==> config.mk <==
export PLATFORM = sky130hd
export DESIGN_NAME = scl_timing_gen
export DESIGN_NICKNAME = d
export VERILOG_FILES = /design/src/rtl/scl_gen_pkg.sv /design/src/rtl/scl_gen_dp.sv /design/src/rtl/scl_gen_ctrl.sv /design/src/rtl/scl_timing_gen.sv
export SDC_FILE = /design/constraint.sdc
export NUM_CORES = 1
export LEC_CHECK = 0
export BUFFER_PORTS_ARGS = -buffer_cell sky130_fd_sc_hd__clkbuf_2
export CORE_UTILIZATION = 55
export CTS_CLUSTER_SIZE = 8
export DETAILED_ROUTE_END_ITERATION = 12
export PLACE_DENSITY_LB_ADDON = 0.25
export SETUP_SLACK_MARGIN = 0.4
export SLEW_MARGIN = 10
export SYNTH_ARGS = -nofsm -noshare
export SYNTH_HDL_FRONTEND = slang
export SYNTH_SLANG_ARGS = --single-unit
==> constraint.sdc <==
create_clock -name clk -period 4.25 [get_ports clk]
set_clock_uncertainty 0.2 [all_clocks]
set_input_delay 0.85 -clock clk [delete_from_list [all_inputs] [get_ports clk]]
set_output_delay 0.85 -clock clk [all_outputs]
set_load 0.01 [all_outputs]
==> src/rtl/scl_gen_pkg.sv <==
package scl_gen_pkg;

  typedef enum logic [2:0] {
    ST_IDLE,
    ST_START_SU,
    ST_START_HD,
    ST_LOW,
    ST_HIGH,
    ST_STOP_LOW,
    ST_STOP_SU
  } genState_e;

  // strobes from control to the timing datapath
  typedef struct packed {
    logic ldLow;
    logic ldHigh;
    logic ldHold;
  } dpCmd_t;

endpackage

==> src/rtl/scl_gen_dp.sv <==
module scl_gen_dp
  import scl_gen_pkg::*;
#(
  parameter int CODE_W     = 5,
  parameter int STD_OFFSET = 65,
  parameter int FAST_MIN   = 8,
  parameter int CHANGE_DLY = 5,
  parameter int CNT_W      = 7
) (
  input  logic              clk,
  input  logic              rstN,
  input  logic [CODE_W-1:0] clkSel,
  input  logic              fastMode,
  input  dpCmd_t            cmd,
  output logic              cntZero,
  output logic              changePt,
  output logic              codeErr
);

  localparam logic [CNT_W-1:0] OFFS  = CNT_W'(STD_OFFSET);
  localparam logic [CNT_W-1:0] C_ONE = CNT_W'(1);
  localparam logic [CNT_W-1:0] C_TWO = CNT_W'(2);
  localparam logic [CNT_W-1:0] C_CHG = CNT_W'(CHANGE_DLY + 1);
  localparam logic [CODE_W-1:0] FMIN = CODE_W'(FAST_MIN);

  logic [CNT_W-1:0] mVal;
  logic [CNT_W-1:0] hiBase;
  logic [CNT_W-1:0] holdLen;
  logic [CNT_W-1:0] cnt;

  always_comb begin
    mVal    = fastMode ? (CNT_W'(clkSel) + C_ONE) : (CNT_W'(clkSel) + OFFS);
    hiBase  = fastMode ? (mVal >> 1) : mVal;
    holdLen = hiBase - C_TWO;
    codeErr = fastMode && (clkSel < FMIN);
  end

  // single down-counter shared by every timed phase
  always_ff @(posedge clk) begin
    if (!rstN)            cnt <= '0;
    else if (cmd.ldLow)   cnt <= mVal - C_ONE;
    else if (cmd.ldHigh)  cnt <= hiBase - C_TWO;
    else if (cmd.ldHold)  cnt <= holdLen - C_ONE;
    else if (cnt != '0)   cnt <= cnt - C_ONE;
  end

  assign cntZero  = (cnt == '0);
  assign changePt = (cnt == (mVal - C_CHG));

endmodule

==> src/rtl/scl_gen_ctrl.sv <==
module scl_gen_ctrl
  import scl_gen_pkg::*;
(
  input  logic   clk,
  input  logic   rstN,
  input  logic   startReq,
  input  logic   stopReq,
  input  logic   holdLow,
  input  logic   sclIn,
  input  logic   cntZero,
  input  logic   changePt,
  input  logic   codeErr,
  output dpCmd_t cmd,
  output logic   sclDriveLow,
  output logic   sdaDriveLow,
  output logic   sampleStrobe,
  output logic   changeStrobe,
  output logic   busy
);

  genState_e state, nState;
  logic seen, nSeen;
  logic startPend, nStartPend;
  logic stopPend, nStopPend;
  logic sdaHold;
  logic released;

  assign released = (state == ST_START_SU) || (state == ST_HIGH) || (state == ST_STOP_SU);

  always_comb begin
    nState     = state;
    nSeen      = seen;
    nStartPend = startPend | startReq;
    nStopPend  = stopPend | stopReq;
    cmd        = '0;
    if (state == ST_IDLE) begin
      nStartPend = 1'b0;
      nStopPend  = 1'b0;
      if (startReq && !codeErr) begin
        nState = ST_START_SU;
        nSeen  = 1'b0;
      end
    end else if (released) begin
      if (!seen) begin
        if (sclIn) begin
          nSeen      = 1'b1;
          cmd.ldHigh = 1'b1;
        end
      end else if ((state == ST_HIGH) && !sclIn) begin
        nState    = ST_LOW;
        cmd.ldLow = 1'b1;
      end else if (cntZero) begin
        case (state)
          ST_START_SU: begin
            nState     = ST_START_HD;
            cmd.ldHold = 1'b1;
          end
          ST_HIGH: begin
            nState    = ST_LOW;
            cmd.ldLow = 1'b1;
          end
          default: begin
            nState     = ST_IDLE;
            nStartPend = 1'b0;
            nStopPend  = 1'b0;
          end
        endcase
      end
    end else if (state == ST_START_HD) begin
      if (cntZero) begin
        nState    = ST_LOW;
        cmd.ldLow = 1'b1;
      end
    end else if (state == ST_LOW) begin
      if (cntZero && !holdLow) begin
        nSeen = 1'b0;
        if (startPend) begin
          nState     = ST_START_SU;
          nStartPend = startReq;
        end else if (stopPend) begin
          nState    = ST_STOP_LOW;
          nStopPend = stopReq;
          cmd.ldLow = 1'b1;
        end else begin
          nState = ST_HIGH;
        end
      end
    end else begin
      if (cntZero && !holdLow) begin
        nState = ST_STOP_SU;
        nSeen  = 1'b0;
      end
    end
  end

  always_ff @(posedge clk) begin
    if (!rstN) begin
      state     <= ST_IDLE;
      seen      <= 1'b0;
      startPend <= 1'b0;
      stopPend  <= 1'b0;
      sdaHold   <= 1'b0;
    end else begin
      state     <= nState;
      seen      <= nSeen;
      startPend <= nStartPend;
      stopPend  <= nStopPend;
      if ((nState == ST_START_HD) && (state != ST_START_HD)) sdaHold <= 1'b1;
      else if (changeStrobe || (nState == ST_IDLE))          sdaHold <= 1'b0;
    end
  end

  assign sclDriveLow  = (state == ST_LOW) || (state == ST_STOP_LOW);
  assign sdaDriveLow  = sdaHold || (state == ST_STOP_LOW) || (state == ST_STOP_SU);
  assign sampleStrobe = (state == ST_HIGH) && !seen && sclIn;
  assign changeStrobe = (state == ST_LOW) && changePt;
  assign busy         = (state != ST_IDLE);

endmodule

==> src/rtl/scl_timing_gen.sv <==
module scl_timing_gen
  import scl_gen_pkg::*;
#(
  parameter int CODE_W     = 5,
  parameter int STD_OFFSET = 65,
  parameter int FAST_MIN   = 8,
  parameter int CHANGE_DLY = 5
) (
  input  logic              clk,
  input  logic              rstN,
  input  logic [CODE_W-1:0] clkSel,
  input  logic              fastMode,
  input  logic              startReq,
  input  logic              stopReq,
  input  logic              holdLow,
  input  logic              sclIn,
  output logic              sclDriveLow,
  output logic              sdaDriveLow,
  output logic              sampleStrobe,
  output logic              changeStrobe,
  output logic              busy,
  output logic              codeErr
);

  localparam int MAX_M = STD_OFFSET + (1 << CODE_W) - 1;
  localparam int CNT_W = $clog2(MAX_M + 1);

  dpCmd_t cmd;
  logic   cntZero;
  logic   changePt;

  scl_gen_dp #(
    .CODE_W(CODE_W), .STD_OFFSET(STD_OFFSET), .FAST_MIN(FAST_MIN),
    .CHANGE_DLY(CHANGE_DLY), .CNT_W(CNT_W)
  ) u_dp (
    .clk(clk), .rstN(rstN), .clkSel(clkSel), .fastMode(fastMode),
    .cmd(cmd), .cntZero(cntZero), .changePt(changePt), .codeErr(codeErr)
  );

  scl_gen_ctrl u_ctrl (
    .clk(clk), .rstN(rstN), .startReq(startReq), .stopReq(stopReq),
    .holdLow(holdLow), .sclIn(sclIn), .cntZero(cntZero), .changePt(changePt),
    .codeErr(codeErr), .cmd(cmd), .sclDriveLow(sclDriveLow),
    .sdaDriveLow(sdaDriveLow), .sampleStrobe(sampleStrobe),
    .changeStrobe(changeStrobe), .busy(busy)
  );

endmodule

# Word level (Yosys, flattened, before mapping)
# Cells that the tools add are included.
# classes
order_cmp	1
addsub	7
mux	66
reduce_logical	29
bitwise	3
eq_ne	11
# op_table
op	count
1-bit 2-to-1 mux	45
7-bit 2-to-1 mux	6
3-bit 2-to-1 mux	13
7-bit by 1-bit subtractor with 7-bit output (second input constant)	3
3-bit by 2-bit equality test with 1-bit output (second input constant)	3
3-bit equality test (second input constant)	3
1-bit logical AND	8
5-bit by 7-bit adder with 7-bit output (second input constant)	1
7-bit equality test	1
7-bit zero test	1
7-bit nonzero test	1
7-bit by 2-bit subtractor with 7-bit output (second input constant)	1
7-bit by 3-bit subtractor with 7-bit output (second input constant)	1
5-bit by 1-bit adder with 6-bit output (second input constant)	1
3-bit zero test	2
1-bit logical OR	6
3-bit nonzero test	2
5-bit by 4-bit less-than comparator with 1-bit output (second input constant)	1
1-bit zero test	4
2-bit one-hot mux with 2 select lines	1
4-bit nonzero test	1
2-bit OR reduction	2
3-bit by 1-bit equality test with 1-bit output (second input constant)	1
3-bit by 1-bit != test with 1-bit output (second input constant)	1
other kinds (7)	8
# totals
output_inout_bits	6
in_bits	12
ff_bits	14

# Depth between registers and ports, before layout
# Gate-level depths: netlist (run 1).
# logic_depth
depth_word	11
mapped_depth	12

# Cells and area by module
# A second synthesis (run 1) with hierarchy kept.
# hier_totals
hier_cells	270
area_unflattened_um2	1929.4
# modules_own_cells
mod	cells_each	seq_area_each_um2	area_per_inst_um2	n_inst
scl_gen_dp	187	140.1	1318.8	1
scl_gen_ctrl	83	140.1	610.6	1

# Least setup slack after synthesis (run 1)
# Ideal clock, no wire load.
# synth_timing
kind	input -> output
start	input clkSel[0]
end	output changeStrobe
stages	7
path_slack_ns	0.742
required_ns	3.200
t_arrival_ns	2.458
cell_sequence	ha_1 > buf_2 > inv_1 > o21ai_0 > o21ai_1 > or3b_1 > a311oi_2
# synth_via
elab_chain_len	5
word_cells_on_any_way	6
# synth_rtl
element	line	rtl
from (decl)	scl_timing_gen.sv:11	input logic [CODE_W-1:0] clkSel,
5-bit by 7-bit adder with 7-bit output / 5-bit by 1-bit adder with 6-bit output (equally long branches)	scl_gen_dp.sv:32	mVal = fastMode ? (CNT_W'(clkSel) + C_ONE) : (CNT_W'(clkSel) + OFFS);
7-bit 2-to-1 mux (*)	scl_gen_dp.sv:32	
7-bit by 3-bit subtractor with 7-bit output (*)	scl_gen_dp.sv:48	assign changePt = (cnt == (mVal - C_CHG));
7-bit equality test (*)	scl_gen_dp.sv:48	
1-bit logical AND (*)	scl_gen_ctrl.sv:116	assign changeStrobe = (state == ST_LOW) && changePt;
to (decl)	scl_timing_gen.sv:20	output logic changeStrobe,
# Mark *: on every way between the ends. The rest lies on a longest branch, timed or not.

# Worst setup path after layout (run 1)
# layout_timing
start	input clkSel[1]
end	output changeStrobe
# Same word-level chain as after synthesis.

==> flow_summary.yaml, run 1 <==
floorplan:
  pin_count: 18
  dieHeight_um: 60.0
  placeableCoreArea_mm2: 0.00313
  core.rowCount: 20
  die_w_um: 60.0
  start_util: 0.592
  dieArea_mm2: 0.00361
critical_path:
  cp_cell_sequence: "clkbuf_2 > ha_4 > nand3_1 > xnor2_4 > buf_4 > nor3b_1 > o22a_1 > a21oi_1 > a311oi_2 > clkbuf_2"
  critPathMostFrequentCell: "clkbuf_2"
  slowest_delay_ns: 0.23
  cp.arrival_ns: 2.68
  cp_max_fo: 9
  setup.worst_path.start_class: "primary input"
  slowest_stage: "ha_4"
  cp-end-kind: "output pin"
  ff2ff_setup_slack_ns: 1.36
  crit_buf_inv: 3
  crit_type: "in2out"
  cp.required_ns: 3.20
  cpLargestDelayFamily: "buffers and inverters"
layout:
  finalNonFillerCells: 309
  drive_gt1_frac: 0.200
  n_antenna_cell: 0
  syn_to_final_growth_pct: 11.2
  final_cell_area_mm2: 0.00206
  fillers: 299
  layout.nets: 284
sta:
  tightest_slew_ns: 0.501
  hold_violations: 0
  fin_crit_ns: 3.73
  hold_ws_ns: 0.272
  fin_setup_tns_ns: 0
  max_freq_mhz: 268
  fin_crit_sh: 0.878
  slew_headroom: 0.663
  final-setup-viol-count: 0
  rsz0062_at_grt: "no"
  drv_slew: 0
synthesis:
  syn-cell-area_mm2: 0.00185
  async_reset_ff_frac: 0
  avgSynthCellArea_um2: 7.41
  synthCells: 250
  synth-edff-count: 0
  ys.flop_type: "dfxtp_1"
  synth_cell_types: 74
  syn_nets: 268
  synth_warnings: 0
  ys_seq_elements: 14
  ys_seq_area_frac: 0.151
drt:
  vias_per_cell: 6.24
  num_vias: 1929
  dr.pass1.iters: 4
  drtIter0Drc: 138
  post_drt_wl_per_cell_um: 15.6
  ant_nets: 0
  drcViolationCount: 0
  wirelength_um: 4810
cts:
  cts_root_buf: "clkbuf_4"
  cts.sinks: 14
  clk_path_buf_depth: 2
  insertion_delay_ns: 0.31
  path_clk_slew_ns: 0.10
  cts_buffers: 3
  cts_tree: "yes"
  htree_levels: 1
power:
  totalPowerFinal_mw: 0.813
  p_leak_nw: 0.769
  internal_power_mw: 0.438
  irDropWorstVdd_mv: 0.343
  combPwrFrac: 0.602
  switching_share: 0.462
  switchingPower_mw: 0.375
  p_clk_frac: 0.130
  power_density_mw_per_mm2: 395
  p_seq_frac: 0.268
placement:
  placed_area_mm2: 0.00194
  hpwl_um: 3630
  dp.cells: 300
  gp_congestion: 0.914
  portBuffers: 17
global_routing:
  grt_max_degree: 20
  antenna_found_initial: 0
  track_usage: 0.289
  overflow: 0
  grt_pass1_wl_um: 7820
  grt_pass1_vias: 1663
run_status:
  status: "complete, no violations"
flow_run:
  maxCapViolations: 0
hold_path:
  hp-class: "reg2reg"
==> metal layers <==
| metal | track usage | vias to the layer above | share of wire |
|---|---|---|---|
| met1 | 0.399 | 895 | 0.46 |
| met3 | 0.0433 | 5 | 0.070 |
| met4 | 0.0831 | 0 | 0.011 |
| met2 | 0.463 | 67 | 0.45 |
| met5 | 0 | - | 0 |
| li1 | - | 962 | - |
==> synthesized netlist by cell type (3+ instances only) <==
library cell	count	share of area
a21oi_1	21	0.057
nor2_1	20	0.041
nand2_1	18	0.036
o21ai_0	15	0.041
dfxtp_1	14	0.15
xnor2_1	13	0.061
inv_1	12	0.024
buf_2	8	0.022
nor3_1	8	0.022
nand3_1	7	0.019
ha_1	6	0.041
nand2b_1	6	0.020
or3_1	6	0.020
and2_1	5	0.017
a311oi_1	4	0.019
o211ai_1	4	0.016
xor2_1	4	0.019
a211oi_1	3	0.012
buf_4	3	0.012
nand4b_1	3	0.014
nor3b_1	3	0.012
o21ai_1	3	0.0081
==> worst reg2reg max path: stages, from the launching register on <==
cell,delay [ns]
dfxtp_1,0.42
or4_4,0.64
or3_4,0.43
o21ba_2,0.22
ha_1,0.21
nor3b_1,0.17
nor3b_1,0.18
a211o_1,0.30
o211ai_2,0.06
==> logic make-up (layout without fill, tap and decap cells) <==
logic type,Yosys count,in the layout,synth area share
AOI/OAI and AO/OA,83,83,0.315
xor gates and xnor gates,19,19,0.104
adders and majority gates,6,6,0.0405
buffers and inverters,26,41,0.0648
DFF,14,14,0.151
muxes,2,2,0.0115
and+or+nand+nor,100,100,0.313
==> registers in the layout, summed over array words and instances (netlist names) <==
| name | cells |
|---|---|
| u_ctrl.sdaHold | 1 |
| u_ctrl.seen | 1 |
| u_ctrl.startPend | 1 |
| u_ctrl.state | 3 |
| u_ctrl.stopPend | 1 |
| u_dp.cnt | 7 |
==> timing repair <==
action                                 CTS  global route
gates resized for setup                  3             4
pin swaps                                0             1
setup buffers                            0             5
setup endpoints to repair                1             1
endpoints found under the hold margin    0             0
hold buffers                             0             0
==> placed cells by master (no fill, tap or decap), types with 3 or more instances in the layout <==
cell type and count:
o211ai_1 4, nor3b_1 3, or3_1 6, inv_1 12, clkbuf_2 17, dfxtp_1 14
nor2_1 20, o21ai_0 14, o21ai_1 4, a211oi_1 3, nand2b_1 6, nor3_1 8
xor2_1 4, buf_4 7, nand3_1 7, a21oi_1 21, and2_1 5, nand4b_1 3
clkbuf_4 3, ha_1 5, xnor2_1 12, nand2_1 18, a311oi_1 4
==> through the flow <==
step / setup slack [ns] / utilization
floorplan: 0.742 / -
global placement: 0.413 / 0.620
detailed placement: 0.298 / 0.620
CTS: 0.414 / 0.639
global route: 0.393 / 0.659
finish: 0.521 / 0.659
==> power groups by stage <==
stage	logic, mW	clock network, mW	registers (mW)
2_1_floorplan	0.407	0	0.196
3_3_place_gp	0.464	0	0.218
3_5_place_dp	0.470	0	0.219
4_1_cts	0.475	0.107	0.216
5_1_grt	0.538	0.110	0.221
6_report	0.489	0.106	0.218
==> area by class of cell <==
cell class | instances | area [µm²] | share of cell area
well taps | 44 | 55.1 | 0.0267
multi-input cells | 210 | 1500 | 0.726
flip-flops and latches | 14 | 280 | 0.136
inverters | 12 | 45.0 | 0.0219
repair buffers | 25 | 149 | 0.0723
clock buffers | 4 | 36.3 | 0.0176
==> path summary, 6_finish.rpt <==
kind	startpoint	depth (start not counted)	to
worst max-delay path	clkSel[1]	10	changeStrobe
worst min register to register	u_ctrl.sdaHold	2	u_ctrl.sdaHold
worst min-delay path	u_ctrl.sdaHold	2	u_ctrl.sdaHold
worst max register to register	u_dp.cnt[3]	8	u_dp.cnt[6]
(Power assumes the default switching activity.)
==> run 2: changes to the inputs <==
--- a/config.mk
+++ b/config.mk
@@ -5,6 +5,7 @@
 export SDC_FILE = /design/constraint.sdc
 export NUM_CORES = 1
 export LEC_CHECK = 0
+export ABC_AREA = 1
 export BUFFER_PORTS_ARGS = -buffer_cell sky130_fd_sc_hd__clkbuf_2
 export CORE_UTILIZATION = 55
 export CTS_CLUSTER_SIZE = 8
==> run 2 against run 1 <==
  * Final cell count is 20% higher
  * Final area shrank 3.6%
  * Sequential cell count unchanged
  * Largest cell class unchanged
==> flow_summary.yaml, run 2 <==
layout:
  layout.nets: 346
  fillers: 322
  reg_top3: "u_dp.cnt x7, u_ctrl.state x3"
  final_cell_mix: "nand2_1, inv_1, nor2_1"
  drive_gt1_frac: 0.180
  max_flop_register: "u_dp.cnt"
  fin_util: 0.640
  n_antenna_cell: 0
  largest_reg_flops: 7
  regArea_um2: 280
  syn_to_final_growth_pct: 8.92
  multiInputGateArea_mm2: 0.00132
  mostFrequentLayoutCell: "nand2_1"
synthesis:
  synthCells: 310
  syn-cell-area_mm2: 0.00182
  synth_most_common_cell: "nand2_1"
  synth_warnings: 0
  syn_nets: 328
  avgSynthCellArea_um2: 5.88
  synth-edff-count: 0
  synthTopCellsByArea: "nand2_1, dfxtp_1, inv_1, nand3_1, nor2_1"
  yosysTopAreaCell: "nand2_1"
  synth_common_cells: "nand2_1, inv_1, nor2_1, nand3_1, o21ai_0"
  async_reset_ff_frac: 0
  ys_seq_elements: 14
  ys_seq_area_frac: 0.154
  netlist.area_leader.share: 0.167
  ys.flop_type: "dfxtp_1"
  synth_cell_types: 40
drt:
  drcViolationCount: 0
  ant_nets: 0
  vias_per_cell: 5.35
  post_drt_wl_per_cell_um: 11.9
  num_vias: 1983
  drtIter0Drc: 171
  dr.pass1.iters: 4
  wirelength_um: 4410
cts:
  path_clk_slew_ns: 0.08
  clk_path_buf_depth: 2
  cts_hold_buf: 0
  cts.sinks: 14
  cts_tree: "yes"
  cts_buffers: 3
  htree_levels: 1
  insertion_delay_ns: 0.28
  cts_root_buf: "clkbuf_4"
critical_path:
  r2r_start: "u_dp.cnt[5]"
  cp_cell_sequence: "clkbuf_4 > ha_2 > nand2_1 > nand2_2 > inv_1 > ha_1 > xnor2_1 > o2111ai_1 > or2_1 > nor3_4 > clkbuf_2"
  ff2ff_setup_slack_ns: 1.71
  crit_type: "in2out"
  cp_max_fo: 9
  cp.arrival_ns: 2.64
  cp.required_ns: 3.20
  cp-end-kind: "output pin"
  slowest_delay_ns: 0.28
  setup.worst_path.start_class: "primary input"
  r2r_end: "u_dp.cnt[6]"
  worst-r2r-cell-count: 16
  slowest_stage: "ha_1"
flow_run:
  maxCapViolations: 0
placement:
  hpwl_um: 3610
  portBuffers: 17
  gp_congestion: 0.976
global_routing:
  grt_max_degree: 11
  grt_pass1_vias: 1847
  track_usage: 0.274
  overflow: 0
  antenna_found_initial: 0
  grt_pass1_wl_um: 7420
floorplan:
  dieHeight_um: 59.6
  dieArea_mm2: 0.00355
  die_w_um: 59.6
  core.rowCount: 20
  placeableCoreArea_mm2: 0.00310
  start_util: 0.588
  pin_count: 18
hold_path:
  holdPathStages: 2
  hp-class: "reg2reg"
  min_from: "u_ctrl.stopPend"
  worstHoldEndpoint: "u_ctrl.stopPend"
sta:
  fin_crit_sh: 0.867
  fin_setup_tns_ns: 0
  final-setup-viol-count: 0
  fin_crit_ns: 3.69
  drv_slew: 0
  hold_violations: 0
  slew_headroom: 0.732
  rsz0062_at_grt: "no"
  tightest_slew_ns: 0.399
  max_freq_mhz: 271
power:
  power_density_mw_per_mm2: 485
  p_leak_nw: 1.01
  irDropWorstVdd_mv: 0.320
run_status:
  status: "complete, no violations"
==> run 2: cell types whose count changed in the layout (fill, tap and decap cells not counted), sizes merged, moves of 8 or more <==
cell   change
nand2     +75
inv       +40
nand3     +19
nor2      +15
xnor2      -9
buf        -8
or3        -8
==> run 2: metrics by stage <==
step | worst slack (ns) | power (mW) | hold slack [ns] | instance area, µm² | std cells
2_1_floorplan | 0.901 | 0.735 | 0.282 | 1820 | 310
3_3_place_gp | 0.484 | 0.857 | 0.309 | 1940 | 367
3_5_place_dp | 0.434 | 0.863 | 0.325 | 1940 | 367
4_1_cts | 0.410 | 0.960 | 0.336 | 1970 | 371
5_1_grt | 0.430 | 1.07 | 0.369 | 1990 | 371
6_report | 0.565 | 0.964 | 0.328 | 1990 | 371
==> run 2: timing repair <==
action                                  CTS  global route
gates resized for setup                   0             5
endpoints found under the setup margin    0             1
buffers inserted                          0             0
==> run 2: report_power, final <==
group	switching, mW	leakage [nW]	total (mW)	internal, mW
logic	0.426	0.877	0.665	0.239
clock network	0.0435	0.0210	0.0956	0.0522
registers	0.0317	0.115	0.204	0.172
total	0.501	1.01	0.964	0.463
==> run 2: logic make-up after synthesis <==
family          synth area share
compound gates             0.162
xor+xnor                  0.0528
fa+ha+maj                 0.0412
buf+inv                    0.127
flops                      0.154
simple gates               0.464
==> run 2: worst max path at each step <==
| stage | depth (start not counted) | slack, ns | from | endpoint |
|---|---|---|---|---|
| 2_1_floorplan | 10 | 0.90 | clkSel[0] | changeStrobe |
| 3_3_place_gp | 12 | 0.48 | clkSel[0] | changeStrobe |
| 3_5_place_dp | 12 | 0.43 | clkSel[0] | changeStrobe |
| 4_1_cts | 12 | 0.41 | clkSel[0] | changeStrobe |
| 5_1_grt | 11 | 0.43 | clkSel[0] | changeStrobe |
| 6_report | 11 | 0.56 | clkSel[0] | changeStrobe |
==> run 2: metal layers <==
metal	vias to the layer above	track usage	wire, µm	share of wire
met1	862	0.326	1870	0.42
met3	7	0.0197	292	0.066
met5	-	0	0	0
met4	0	0.110	64	0.015
li1	1036	-	-	-
met2	78	0.506	2190	0.50
==> run 2: layout make-up <==
| cell class | instances | area share |
|---|---|---|
| repair buffers | 17 | 0.0441 |
| clock buffers | 4 | 0.0183 |
| well taps | 44 | 0.0277 |
| multi-input cells | 239 | 0.666 |
| flip-flops and latches | 14 | 0.141 |
| inverters | 53 | 0.103 |
==> run 2: critical path, delay by kind of cell <==
family          cells  cell delay [ns]
xor+xnor            1             0.14
simple gates        4             0.61
fa+ha+maj           2             0.49
buf+inv             3             0.39
compound gates      1             0.13
==> run 3: changes to the inputs <==
--- a/config.mk
+++ b/config.mk
@@ -7,7 +7,9 @@
 export LEC_CHECK = 0
 export ABC_AREA = 1
 export BUFFER_PORTS_ARGS = -buffer_cell sky130_fd_sc_hd__clkbuf_2
-export CORE_UTILIZATION = 55
+export CELL_PAD_IN_SITES_DETAIL_PLACEMENT = 1
+export CELL_PAD_IN_SITES_GLOBAL_PLACEMENT = 2
+export CORE_UTILIZATION = 31
 export CTS_CLUSTER_SIZE = 8
 export DETAILED_ROUTE_END_ITERATION = 12
 export PLACE_DENSITY_LB_ADDON = 0.25
==> run 3 against run 2 <==
  * Final cell count rose by 7.8%
  * Final area rose by 2.6%
  * Combinational power rose by 5.0%
  * Non-clock buffer count rose by 2
  * Critical path depth did not move
  * Clock power rose by 17%
  * Worst setup slack got worse by 0.013 ns
  * Via count rose by 0.81%
  * Global-route usage fell by 7.0 points
  * First-iteration DRC count fell by 47%
  * Core utilization fell by 27 points
  * Critical path type unchanged
  * Critical endpoint unchanged
  * Largest cell class unchanged
  * Largest power group unchanged
==> flow_summary.yaml, run 3 (same netlist as run 2, synthesis figures left out) <==
placement:
  placed_area_mm2: 0.00199
  portBuffers: 17
  hpwl_um: 4930
  gp_congestion: 0.852
drt:
  num_vias: 1999
  ant_nets: 0
  drcViolationCount: 0
  dr.pass1.iters: 4
  wirelength_um: 5810
  vias_per_cell: 5.00
  post_drt_wl_per_cell_um: 14.5
  drtIter0Drc: 90
layout:
  reg_top3: "u_dp.cnt x7, u_ctrl.state x3"
  syn_to_final_growth_pct: 11.8
  layout.nets: 348
  final_cell_mix: "nand2_1, inv_1, nor2_1"
  drive_gt1_frac: 0.180
  n_antenna_cell: 0
  final_cell_area_mm2: 0.00204
  mostFrequentLayoutCell: "nand2_1"
  largest_reg_flops: 7
  max_flop_register: "u_dp.cnt"
floorplan:
  dieHeight_um: 78.7
  pin_count: 18
  dieArea_mm2: 0.00620
  start_util: 0.327
  placeableCoreArea_mm2: 0.00557
  core.rowCount: 27
  die_w_um: 78.7
critical_path:
  cp-end-kind: "output pin"
  cp.arrival_ns: 2.65
  setup.worst_path.start_class: "primary input"
  cp.required_ns: 3.20
  crit_type: "in2out"
  cp_max_fo: 9
cts:
  insertion_delay_ns: 0.25
  cts_root_buf: "clkbuf_8"
  path_clk_slew_ns: 0.06
  clk_path_buf_depth: 2
  cts_buffers: 3
  cts.sinks: 14
  htree_levels: 1
  cts_hold_buf: 0
  cts_tree: "yes"
global_routing:
  overflow: 0
  grt_pass1_wl_um: 9810
  track_usage: 0.204
  grt_max_degree: 11
  grt_pass1_vias: 2062
  antenna_found_initial: 0
power:
  irDropWorstVdd_mv: 0.209
  switchingPower_mw: 0.541
  combPwrFrac: 0.687
  power_density_mw_per_mm2: 498
  p_leak_nw: 1.02
  internal_power_mw: 0.475
  p_clk_frac: 0.110
  switching_share: 0.532
  p_seq_frac: 0.203
sta:
  fin_crit_ns: 3.70
  hold_ws_ns: 0.331
  max_freq_mhz: 270
  hold_violations: 0
  fin_crit_sh: 0.870
  fin_setup_tns_ns: 0
  tightest_slew_ns: 0.438
  final-setup-viol-count: 0
  drv_slew: 0
  rsz0062_at_grt: "no"
  slew_headroom: 0.705
run_status:
  status: "complete, no violations"
flow_run:
  maxCapViolations: 0
hold_path:
  hp-class: "reg2reg"
==> run 3: area by class of cell <==
type | count | area [µm²]
Fill cell | 785 | 3530
Multi-Input combinational cell | 239 | 1320
Sequential cell | 14 | 280
Inverter | 53 | 204
Timing Repair Buffer | 19 | 103
Tap cell | 72 | 90.1
Clock buffer | 3 | 41.3
==> run 3: worst paths after layout <==
check / endpoint / from / cells after the start / slack [ns]
worst min register to register: u_ctrl.stopPend / u_ctrl.stopPend / 2 / 0.33
worst min-delay path: u_ctrl.stopPend / u_ctrl.stopPend / 2 / 0.33
worst max register to register: u_dp.cnt[6] / u_dp.cnt[2] / 16 / 1.61
worst max-delay path: changeStrobe / clkSel[0] / 11 / 0.55
==> run 3: worst max-delay path, stage by stage <==
cell	delay (ns)
clkbuf_4	0.16
ha_2	0.21
nand2_1	0.09
nand2_2	0.12
inv_1	0.07
ha_1	0.28
xnor2_1	0.14
o2111ai_1	0.14
or2_1	0.26
nor3_4	0.16
buf_2	0.17
==> run 3: metal layers <==
metal / up-vias / global-route usage / routed length [µm]
li1: 1030 / - / -
met2: 17 / 0.382 / 2930
met3: 7 / 0.0138 / 65
met5: - / 0 / 0
met4: 0 / 0.0556 / 64
met1: 945 / 0.250 / 2760
==> run 3: stage by stage <==
stage / util / instances / power, mW / setup slack [ns]
CTS: 0.364 / 400 / 1.02 / 0.403
global placement: 0.356 / 397 / 0.902 / 0.447
floorplan: - / 310 / 0.735 / 0.901
detailed placement: 0.356 / 397 / 0.906 / 0.412
global route: 0.366 / 400 / 1.13 / 0.415
finish: 0.366 / 400 / 1.02 / 0.551
==> run 3: what timing repair did <==
action                                  CTS  global route
endpoints found under the setup margin    0             1
resized for setup                         0             5
buffers inserted                          0             0
==> run 3: power groups by stage <==
stage / sequential [mW] / clock [mW] / combinational, mW
6_report: 0.206 / 0.112 / 0.698
3_5_place_dp: 0.209 / 0 / 0.697
4_1_cts: 0.206 / 0.115 / 0.700
2_1_floorplan: 0.197 / 0 / 0.538
3_3_place_gp: 0.210 / 0 / 0.692
5_1_grt: 0.213 / 0.123 / 0.794
